**config.mk**
```make
export PLATFORM = sky130hd
export DESIGN_NAME = clkfan_cfg_slave
export DESIGN_NICKNAME = d
export VERILOG_FILES = /design/src/rtl/clkfan_cfg_pkg.sv /design/src/rtl/clkfan_cfg_sync.sv /design/src/rtl/clkfan_cfg_regs.sv /design/src/rtl/clkfan_cfg_engine.sv /design/src/rtl/clkfan_cfg_slave.sv
export SDC_FILE = /design/constraint.sdc
export NUM_CORES = 1
export LEC_CHECK = 0
export ABC_AREA = 1
export BUFFER_PORTS_ARGS = -buffer_cell sky130_fd_sc_hd__buf_2
export CORE_ASPECT_RATIO = 1.4
export CORE_UTILIZATION = 25
export DETAILED_ROUTE_END_ITERATION = 6
export PLACE_DENSITY = 0.47
export SLEW_MARGIN = 20
export SYNTH_ARGS = -nofsm -noshare
export SYNTH_HDL_FRONTEND = slang
export SYNTH_SLANG_ARGS = --single-unit
export TNS_END_PERCENT = 10
```
**constraint.sdc**
```tcl
create_clock -name clk -period 1.56 [get_ports clk]
set_input_delay 0.234 -clock clk [delete_from_list [all_inputs] [get_ports clk]]
set_output_delay 0.234 -clock clk [all_outputs]
set_load 0.05 [all_outputs]
```
**src/rtl/clkfan_cfg_pkg.sv**
```systemverilog
package clkfan_cfg_pkg;

    localparam int          CFG_NREG     = 2;
    localparam logic [6:0]  CFG_DEV_ADDR = 7'h69;
    localparam logic [7:0]  CFG_BLK_CNT  = 8'(CFG_NREG);
    localparam int          PAIR_W       = 4 + 8 * (CFG_NREG - 1);

    typedef enum logic [2:0] {
        S_IDLE,
        S_RX,
        S_SACK,
        S_TX,
        S_MACK
    } bus_state_e;

    typedef enum logic [1:0] {
        K_ADDR,
        K_CMD,
        K_CNT,
        K_DATA
    } rx_kind_e;

    // layout of register 0 as the output decode sees it
    typedef struct packed {
        logic [1:0] thresh;
        logic       fb_a_off;
        logic       fb_b_off;
        logic [3:0] pair_lo;
    } ctl0_t;

    function automatic logic [7:0] cfg_default(input int idx);
        return (idx == 0) ? 8'h0F : 8'hFF;
    endfunction

    function automatic logic [6:0] ptr_step(input logic [6:0] p);
        return (p == 7'h7F) ? p : p + 7'd1;
    endfunction

endpackage

```
**src/rtl/clkfan_cfg_sync.sv**
```systemverilog
module clkfan_cfg_sync #(
    parameter int STAGES = 2
) (
    input  logic clk,
    input  logic rst,
    input  logic scl_raw,
    input  logic sda_raw,
    output logic scl_s,
    output logic sda_s,
    output logic scl_rise,
    output logic scl_fall,
    output logic start_evt,
    output logic stop_evt
);
    logic [STAGES-1:0] scl_ff;
    logic [STAGES-1:0] sda_ff;
    logic              scl_p;
    logic              sda_p;

    generate
        if (STAGES == 1) begin : g_one
            always_ff @(posedge clk) begin
                if (rst) begin
                    scl_ff <= '1;
                    sda_ff <= '1;
                end else begin
                    scl_ff <= scl_raw;
                    sda_ff <= sda_raw;
                end
            end
        end else begin : g_chain
            always_ff @(posedge clk) begin
                if (rst) begin
                    scl_ff <= '1;
                    sda_ff <= '1;
                end else begin
                    scl_ff <= {scl_ff[STAGES-2:0], scl_raw};
                    sda_ff <= {sda_ff[STAGES-2:0], sda_raw};
                end
            end
        end
    endgenerate

    always_ff @(posedge clk) begin
        if (rst) begin
            scl_p <= 1'b1;
            sda_p <= 1'b1;
        end else begin
            scl_p <= scl_ff[STAGES-1];
            sda_p <= sda_ff[STAGES-1];
        end
    end

    assign scl_s     = scl_ff[STAGES-1];
    assign sda_s     = sda_ff[STAGES-1];
    assign scl_rise  = scl_s & ~scl_p;
    assign scl_fall  = ~scl_s & scl_p;
    assign start_evt = scl_s & scl_p & sda_p & ~sda_s;
    assign stop_evt  = scl_s & scl_p & ~sda_p & sda_s;
endmodule

```
**src/rtl/clkfan_cfg_regs.sv**
```systemverilog
module clkfan_cfg_regs
    import clkfan_cfg_pkg::*;
#(
    parameter int NREG = CFG_NREG
) (
    input  logic              clk,
    input  logic              rst,
    input  logic              we,
    input  logic [6:0]        wr_addr,
    input  logic [7:0]        wr_data,
    input  logic [6:0]        rd_addr,
    output logic [7:0]        rd_data,
    output logic [8*NREG-1:0] flat
);
    localparam int IW = (NREG > 1) ? $clog2(NREG) : 1;

    logic [7:0] bank [NREG];

    generate
        for (genvar i = 0; i < NREG; i++) begin : g_reg
            always_ff @(posedge clk) begin
                if (rst)
                    bank[i] <= cfg_default(i);
                else if (we && int'(wr_addr) == i)
                    bank[i] <= wr_data;
            end
            assign flat[8*i +: 8] = bank[i];
        end
    endgenerate

    always_comb begin
        if (int'(rd_addr) < NREG)
            rd_data = bank[rd_addr[IW-1:0]];
        else
            rd_data = 8'h00;
    end
endmodule

```
**src/rtl/clkfan_cfg_engine.sv**
```systemverilog
module clkfan_cfg_engine
    import clkfan_cfg_pkg::*;
#(
    parameter logic [6:0] DEV_ADDR = CFG_DEV_ADDR
) (
    input  logic       clk,
    input  logic       rst,
    input  logic       sda_s,
    input  logic       scl_rise,
    input  logic       scl_fall,
    input  logic       start_evt,
    input  logic       stop_evt,
    input  logic [7:0] rd_data,
    output logic [6:0] rd_addr,
    output logic       we,
    output logic [6:0] wr_addr,
    output logic [7:0] wr_data,
    output logic       sda_oe
);
    bus_state_e st;
    rx_kind_e   kind;
    logic [7:0] shreg;
    logic [3:0] bitcnt;
    logic       blk;
    logic [6:0] ptr;
    logic [7:0] left;
    logic       cnt_pending;
    logic       go_tx;
    logic       mack_ok;
    logic [7:0] tx_next;

    assign rd_addr = ptr;
    assign tx_next = cnt_pending ? CFG_BLK_CNT : rd_data;

    always_ff @(posedge clk) begin
        we <= 1'b0;
        if (rst) begin
            st          <= S_IDLE;
            kind        <= K_ADDR;
            shreg       <= '0;
            bitcnt      <= '0;
            blk         <= 1'b0;
            ptr         <= '0;
            left        <= '0;
            cnt_pending <= 1'b0;
            go_tx       <= 1'b0;
            mack_ok     <= 1'b0;
            wr_addr     <= '0;
            wr_data     <= '0;
            sda_oe      <= 1'b0;
        end else if (start_evt) begin
            st     <= S_RX;
            kind   <= K_ADDR;
            bitcnt <= '0;
            sda_oe <= 1'b0;
        end else if (stop_evt) begin
            st     <= S_IDLE;
            sda_oe <= 1'b0;
        end else begin
            unique case (st)
                S_IDLE: ;
                S_RX: begin
                    if (scl_rise) begin
                        shreg  <= {shreg[6:0], sda_s};
                        bitcnt <= bitcnt + 4'd1;
                    end else if (scl_fall && bitcnt == 4'd8) begin
                        bitcnt <= '0;
                        go_tx  <= 1'b0;
                        st     <= S_SACK;
                        sda_oe <= 1'b1;
                        unique case (kind)
                            K_ADDR: begin
                                if (shreg[7:1] == DEV_ADDR) begin
                                    go_tx       <= shreg[0];
                                    cnt_pending <= shreg[0] & blk;
                                    kind        <= K_CMD;
                                end else begin
                                    st     <= S_IDLE;
                                    sda_oe <= 1'b0;
                                end
                            end
                            K_CMD: begin
                                blk  <= ~shreg[7];
                                ptr  <= shreg[7] ? shreg[6:0] : 7'd0;
                                left <= 8'd1;
                                kind <= shreg[7] ? K_DATA : K_CNT;
                            end
                            K_CNT: begin
                                left <= shreg;
                                kind <= K_DATA;
                            end
                            K_DATA: begin
                                if (left != 8'd0) begin
                                    we      <= 1'b1;
                                    wr_addr <= ptr;
                                    wr_data <= shreg;
                                    left    <= left - 8'd1;
                                    ptr     <= ptr_step(ptr);
                                end
                            end
                        endcase
                    end
                end
                S_SACK: begin
                    if (scl_fall) begin
                        bitcnt <= '0;
                        if (go_tx) begin
                            st     <= S_TX;
                            shreg  <= tx_next;
                            sda_oe <= ~tx_next[7];
                            if (cnt_pending) cnt_pending <= 1'b0;
                            else             ptr <= ptr_step(ptr);
                        end else begin
                            st     <= S_RX;
                            sda_oe <= 1'b0;
                        end
                    end
                end
                S_TX: begin
                    if (scl_fall) begin
                        if (bitcnt == 4'd7) begin
                            st     <= S_MACK;
                            sda_oe <= 1'b0;
                        end else begin
                            shreg  <= {shreg[6:0], 1'b0};
                            sda_oe <= ~shreg[6];
                            bitcnt <= bitcnt + 4'd1;
                        end
                    end
                end
                S_MACK: begin
                    if (scl_rise) begin
                        mack_ok <= ~sda_s;
                    end else if (scl_fall) begin
                        bitcnt <= '0;
                        if (mack_ok) begin
                            st     <= S_TX;
                            shreg  <= tx_next;
                            sda_oe <= ~tx_next[7];
                            if (cnt_pending) cnt_pending <= 1'b0;
                            else             ptr <= ptr_step(ptr);
                        end else begin
                            st <= S_IDLE;
                        end
                    end
                end
                default: st <= S_IDLE;
            endcase
        end
    end
endmodule

```
**src/rtl/clkfan_cfg_slave.sv**
```systemverilog
module clkfan_cfg_slave
    import clkfan_cfg_pkg::*;
#(
    parameter logic [6:0] DEV_ADDR    = CFG_DEV_ADDR,
    parameter int         SYNC_STAGES = 2
) (
    input  logic              clk,
    input  logic              rst,
    input  logic              scl_i,
    input  logic              sda_i,
    output logic              sda_oe,
    output logic [1:0]        thresh_sel,
    output logic [1:0]        fb_en,
    output logic [PAIR_W-1:0] pair_en
);
    logic              scl_s, sda_s, scl_rise, scl_fall, start_evt, stop_evt;
    logic [7:0]        rd_data, wr_data;
    logic [6:0]        rd_addr, wr_addr;
    logic              we;
    logic [8*CFG_NREG-1:0] regs_flat;
    ctl0_t             c0;

    clkfan_cfg_sync #(.STAGES(SYNC_STAGES)) u_sync (
        .clk(clk), .rst(rst), .scl_raw(scl_i), .sda_raw(sda_i),
        .scl_s(scl_s), .sda_s(sda_s), .scl_rise(scl_rise), .scl_fall(scl_fall),
        .start_evt(start_evt), .stop_evt(stop_evt)
    );

    clkfan_cfg_engine #(.DEV_ADDR(DEV_ADDR)) u_eng (
        .clk(clk), .rst(rst), .sda_s(sda_s), .scl_rise(scl_rise), .scl_fall(scl_fall),
        .start_evt(start_evt), .stop_evt(stop_evt), .rd_data(rd_data), .rd_addr(rd_addr),
        .we(we), .wr_addr(wr_addr), .wr_data(wr_data), .sda_oe(sda_oe)
    );

    clkfan_cfg_regs #(.NREG(CFG_NREG)) u_regs (
        .clk(clk), .rst(rst), .we(we), .wr_addr(wr_addr), .wr_data(wr_data),
        .rd_addr(rd_addr), .rd_data(rd_data), .flat(regs_flat)
    );

    assign c0         = ctl0_t'(regs_flat[7:0]);
    assign thresh_sel = c0.thresh;
    assign fb_en      = {~c0.fb_b_off, ~c0.fb_a_off};
    assign pair_en    = {regs_flat[8*CFG_NREG-1:8], c0.pair_lo};
endmodule

```
-- Yosys cells after proc, flatten, opt, wreduce, memory -nomap -nowiden
Memories as Yosys holds them, arrays and structs flattened. A register that Yosys moved wholly into a read port is not among the register bits.
Index checks and enable logic that the tools add are counted.
- add/sub/neg operators: 3
- magnitude comparators: 1
- equal/unequal tests: 38
- multiplexer cells: 87
- bitwise logic cells: 26
- reduce and logical (&&, ||, !) cells: 27
- operator list (operator ; number):
    $mux W8 ; 13
    $mux W7 ; 11
    $mux W1 ; 36
    $pmux W8 S4 ; 1
    $mux W3 ; 8
    $mux W4 ; 6
    $pmux W8 S3 ; 1
    $reduce_and A12 Y1 ; 2
    $reduce_and A8 Y1 ; 3
    $pmux W7 S3 ; 1
    $ne A2 B1 Y1 const B ; 10
    $ne A4 B3 Y1 const B ; 5
    $reduce_and A6 Y1 ; 3
    $not A1 Y1 ; 16
    $pmux W4 S4 ; 1
    $pmux W3 S5 ; 1
    $eq A7 B7 Y1 const B ; 2
    $pmux W7 S2 ; 1
    $reduce_and A7 Y1 ; 2
    $reduce_and A11 Y1 ; 1
    $ne A2 B2 Y1 const B ; 5
    $ne A3 B2 Y1 const B ; 3
    $reduce_bool A3 Y1 ; 3
    $and A1 B1 Y1 ; 8
    30 further kinds ; 39
- register bits after elaboration: 59
- memory bits (writable): 16
- bits of input ports: 4
- output and inout bits: 17
- logic and storage cells: 202
- memories: 1
- memories (memory ; depth ; bits a word ; rd ports ; clocked after Yosys merged registers in ; write ports ; RTL line ; source):
    u_regs.bank ; 2 ; 8 ; 3 ; 1 ; 2 ; clkfan_cfg_regs.sv:17 ; logic [7:0] bank [NREG];

-- Depth between registers and ports, before layout
- depth after elaboration: 9
- depth in mapped cells: 12
- gate-level depth less buffers: 12

-- Hierarchy
From an unflattened synthesis, not the netlist that was laid out.
- cell total of the unflattened synthesis: 605
- area total of the unflattened synthesis: 4289.1 um^2
- modules (own cells, without submodules) (module ; times used ; cells each ; area each (um^2) ; sequential area each (um^2)):
    clkfan_cfg_engine ; 1 ; 492 ; 3239.4 ; 1061.0
    clkfan_cfg_regs ; 1 ; 87 ; 844.6 ; 480.5
    clkfan_cfg_sync ; 1 ; 24 ; 197.7 ; 120.1
    clkfan_cfg_slave ; 1 ; 2 ; 7.5 ; 0.0

-- Worst setup path before layout
Ideal clock, no wire load.
- path type: register to register
- from: register u_eng.kind[0]
- to: register u_eng.left[0]
- setup time: 0.116 ns
- data arrival time: 1.502 ns
- data required time: 1.444 ns
- path slack: -0.058 ns
- stages on the path, launching flop included: 11
- buffers on the path: 2
- period minus slack after synthesis: 1.618 ns
- path through: dfxtp_1 ha_1 buf_2 inv_1 buf_2 nor2_1 nor2_1 nor2_2 inv_2 o21ai_0 nor2_1
- word-level cells in the longest chain between the ends: 3
- elaborated cells on any way between the ends: 7
- classes of those cells: eq/ne: 4; mux: 1; reduce/logical: 2
- ends and longest elaborated chain (item ; RTL line ; source):
    start: declaration ; clkfan_cfg_engine.sv:21 ; rx_kind_e kind;
    start signal: assignment ; clkfan_cfg_engine.sv:86 ; kind <= shreg[7] ? K_DATA : K_CNT;
    $eq A2 B2 Y1 or $eq A2 B1 Y1 (tied branches) ; clkfan_cfg_engine.sv:71 ; unique case (kind)
    $ne A2 B1 Y1 (no source line) or $reduce_bool A3 Y1 (tied branches) ; n/a ;
    $reduce_and A7 Y1 (no source line) ; n/a ;
    end signal: assignment ; clkfan_cfg_engine.sv:89 ; left <= shreg;
    end signal: assignment ; clkfan_cfg_engine.sv:97 ; left <= left - 8'd1;
    end: declaration ; clkfan_cfg_engine.sv:26 ; logic [7:0] left;
Parallel ways exist; a longest one is shown, timed or not.
A chain may end at the register's enable or synchronous reset.

-- Final worst setup path
- from: register u_eng.bitcnt[1]
- to: register u_eng.left[0]
- word-level cells in the longest chain between the ends: 3
- ends and longest elaborated chain (item ; RTL line ; source):
    start: declaration ; clkfan_cfg_engine.sv:23 ; logic [3:0] bitcnt;
    start signal: assignment ; clkfan_cfg_engine.sv:65 ; bitcnt <= bitcnt + 4'd1;
    start signal: assignment ; clkfan_cfg_engine.sv:127 ; bitcnt <= bitcnt + 4'd1;
    $eq A4 B4 Y1 ; clkfan_cfg_engine.sv:66 ; end else if (scl_fall && bitcnt == 4'd8) begin
    $logic_and A1 B1 Y1 ; clkfan_cfg_engine.sv:66 ;
    $reduce_and A7 Y1 (no source line) ; n/a ;
No other way between the ends.

==> run metrics <==
Max Root-Sink Buffers=2; CP Class=reg -> reg; Post-synth EDFFs=16; vias in the first global route=about 4.3k; ANT cells=0; Max VDD drop=roughly 0.00035 V; internal power=3640 uW; starting density of the core=~26%; die footprint=approximately 0.018 mm2; row count=between 50 and 60; Unique masters post-synth=40; Post-DRT Antenna Nets=0; wire length per cell=about 13 um; Post-synth top flop=dfxtp_1; Area Growth Syn to Fin=39.1%; Buffers on Ports=20; Flop pwr share=42.8%; remaining global-route overflow=0; max-capacitance violation count=0; final cycle utilization of the critical path=106%; Pleak=0.00264 uW; Setup crit start kind=flop; asr flop ratio synth=0%; later-pin clock latency in the skew report=between 0.3 and 0.4 ns; Iter 0 DRT Violations=about 160; Comb power frac=between 10% and 20%; PwrDens=slightly above 800 mW/mm2; Clock power frac=between 40 and 50%; dpl cell area=0.00530 mm2; Vias=roughly 4.4k; antenna violations before repair=0; sw frac=a little over a quarter; Chip Width=~110 um; Design Area, Final=0.00607 mm2; WL final=about 13 mm; clock sink total=76; nets@finish=~750; Post-Syn Instances=627; RSZ-0062 raised after global routing=true; Synth Cell Area=0.00436 mm2; clk_skew=about 0.011 ns; Seq/Total Area, Yosys=roughly two fifths; Max FO, Critical Path=4; Post-Syn Nets=between 600 and 700; Tot GR Track Use=~15%; commonest non-fill, non-tap cell in the layout=nand2_1; I/O pins=21; Critical Path RT=about 1.8 ns; largest net degree at the start of global routing=29; DRT Pass-1 Iters=4; post-DP HPWL=~9.8 mm; CP cell instances=inv_2, ha_4, nand3_4, nor2_4, buf_4, nand3_4, nor2_2, buf_4, inv_2, o21ai_0, nor2_1; maximum clock rate=~0.61 GHz; H-tree levels=3; DRC Markers=0; via-per-instance ratio=4.52; Slew @ Worst Pin=roughly 0.37 ns; Die Y-Extent=between 150 and 200 um; total CTS buffers=9; most frequent cells in the layout=nand2_1, buf_4, nor2_1, inv_1, dfxtp_1; Core ar.=0.0169 mm2; Hold Violations, Final=0; CP max stage delay=0.33 ns; failing checks=negative setup slack; Hold WC Path Type=in -> reg; crit path DAT=about 1.9 ns; count of state elements after synthesis=76; Avg Inst Size Synth=between 6 and 7 um2; clk root buf=clkbuf_16; first-pass GRT wire length=~21 mm; final setup vio count=27; Critical Path End Type=flop; max-slew violations=0; Psw=approximately 1300 uW; Final min period=approximately 1.7 ns; status=finished, violations left; CP max stage cell=dfxtp_2; CTS tree=built; synth warn=0; RePlAce Congestion=0.873; Worst Setup Slack, final=-0.0903 ns; clock transition at the registers of the reported paths=0.06 ns; CTS Hold Bufs=0; Rel. slew slack=75.2%; share of layout cells above drive strength 1=34.3%; pre-CTS WS=-0.195 ns
==> cell families (layout without fill, tap and decap cells) <==
| group | count (synthesis) | count (layout) | share of synthesized area (%) |
|---|---|---|---|
| AO/OA/AOI/OAI | 96 | 96 | 11.8 |
| XOR/XNOR | 4 | 4 | 0.803 |
| adder cells (fa/ha/maj) | 9 | 9 | 2.58 |
| buffers and inverters | 110 | 222 | 11.8 |
| flip-flops | 76 | 76 | 38.5 |
| multiplexers | 5 | 5 | 1.15 |
| AND/OR/NAND/NOR | 327 | 328 | 33.4 |
==> critical path: cells and delay by family (launching register included) <==
kind / cells / cell delay (ns)
adder cells (fa/ha/maj): 1 / 0.14
flip-flops: 1 / 0.33
AND/OR/NAND/NOR: 5 / 0.54
buffers and inverters: 4 / 0.38
AO/OA/AOI/OAI: 1 / 0.14
==> synthesized netlist by cell type (8+ instances only) <==
master,count,share of area (%)
o22ai_1,8,1.1
a21oi_1,32,3.7
dfxtp_1,60,28
nor3_1,9,1.0
o21ai_0,45,5.2
ha_1,9,2.6
nor2_2,8,1.1
nand3_1,37,4.2
nand2_1,153,13
edfxtp_1,16,11
nor2_1,85,7.3
inv_1,72,6.2
buf_4,15,2.6
nand4_1,12,1.7
==> layer usage <==
layer	global-route usage, %	wire length [um]	up-vias
li1	-	-	2229
met5	0	0	-
met2	28.5	6990	67
met4	7.83	344	0
met3	2.02	335	20
met1	15.8	5140	2081
==> power by group through the flow <==
| stage | clock, uW | sequential (uW) | combinational, uW |
|---|---|---|---|
| after global routing | 2160 | 2140 | 932 |
| after detailed placement | 0 | 2170 | 724 |
| final | 2010 | 2140 | 839 |
| after floorplan | 0 | 2150 | 449 |
| after global placement | 0 | 2170 | 720 |
| after CTS | 2060 | 2130 | 783 |
==> layout make-up <==
class                      instances  area [um2]
clock buffer                      12         236
tap                              232         290
fill                            1792       10800
inverter                          80         313
timing repair buffer             125         963
sequential                        76        1700
timing repair inverter             1        6.26
clock inverter                     4        41.3
multi-input combinational        442        2520
==> path summary, 6_finish.rpt <==
| path | slack (ns) | cells past startpoint | start | end |
|---|---|---|---|---|
| min reg2reg | 0.41 | 1 | u_sync.scl_ff[0]$_SDFF_PP1_ | u_sync.scl_ff[1]$_SDFF_PP1_ |
| max | -0.09 | 11 | u_eng.bitcnt[1]$_SDFFE_PP0P_ | u_eng.left[0]$_SDFFE_PP0P_ |
| max reg2reg | -0.09 | 11 | u_eng.bitcnt[1]$_SDFFE_PP0P_ | u_eng.left[0]$_SDFFE_PP0P_ |
| min | 0.07 | 2 | sda_i | u_sync.sda_ff[0]$_SDFF_PP1_ |
==> per-stage QoR <==
step / cells / hold slack, ns / TNS (ns) / power (uW) / util (%)
floorplan: 627 / 0.338 / 0 / 2600 / -
global placement: 946 / 0.391 / -4.36 / 2890 / 31.4
detailed placement: 946 / 0.393 / -5.85 / 2900 / 31.4
CTS: 964 / 0.0628 / -1.85 / 4980 / 33.9
global route: 972 / 0.0816 / -4.90 / 5240 / 36.0
finish: 972 / 0.0734 / -0.941 / 4990 / 36.0
==> repair_timing <==
| item | CTS | global route |
|---|---|---|
| resized for setup | 36 | 103 |
| cloned | 1 | 1 |
| setup endpoints to repair | 50 | 82 |
| pin swaps | 7 | 28 |
| setup buffers | 1 | 7 |
==> state kept, by name (all words and copies together) (netlist names), 2 cells and up, named ones only <==
signal,count
u_eng.bitcnt,4
u_eng.kind,2
u_eng.left,8
u_eng.rd_addr,7
u_eng.shreg,8
u_eng.st,3
u_eng.wr_addr,7
u_eng.wr_data,8
u_regs.bank,16
u_sync.scl_ff,2
u_sync.sda_ff,2
Note: power is estimated with default switching activity, not from simulation.
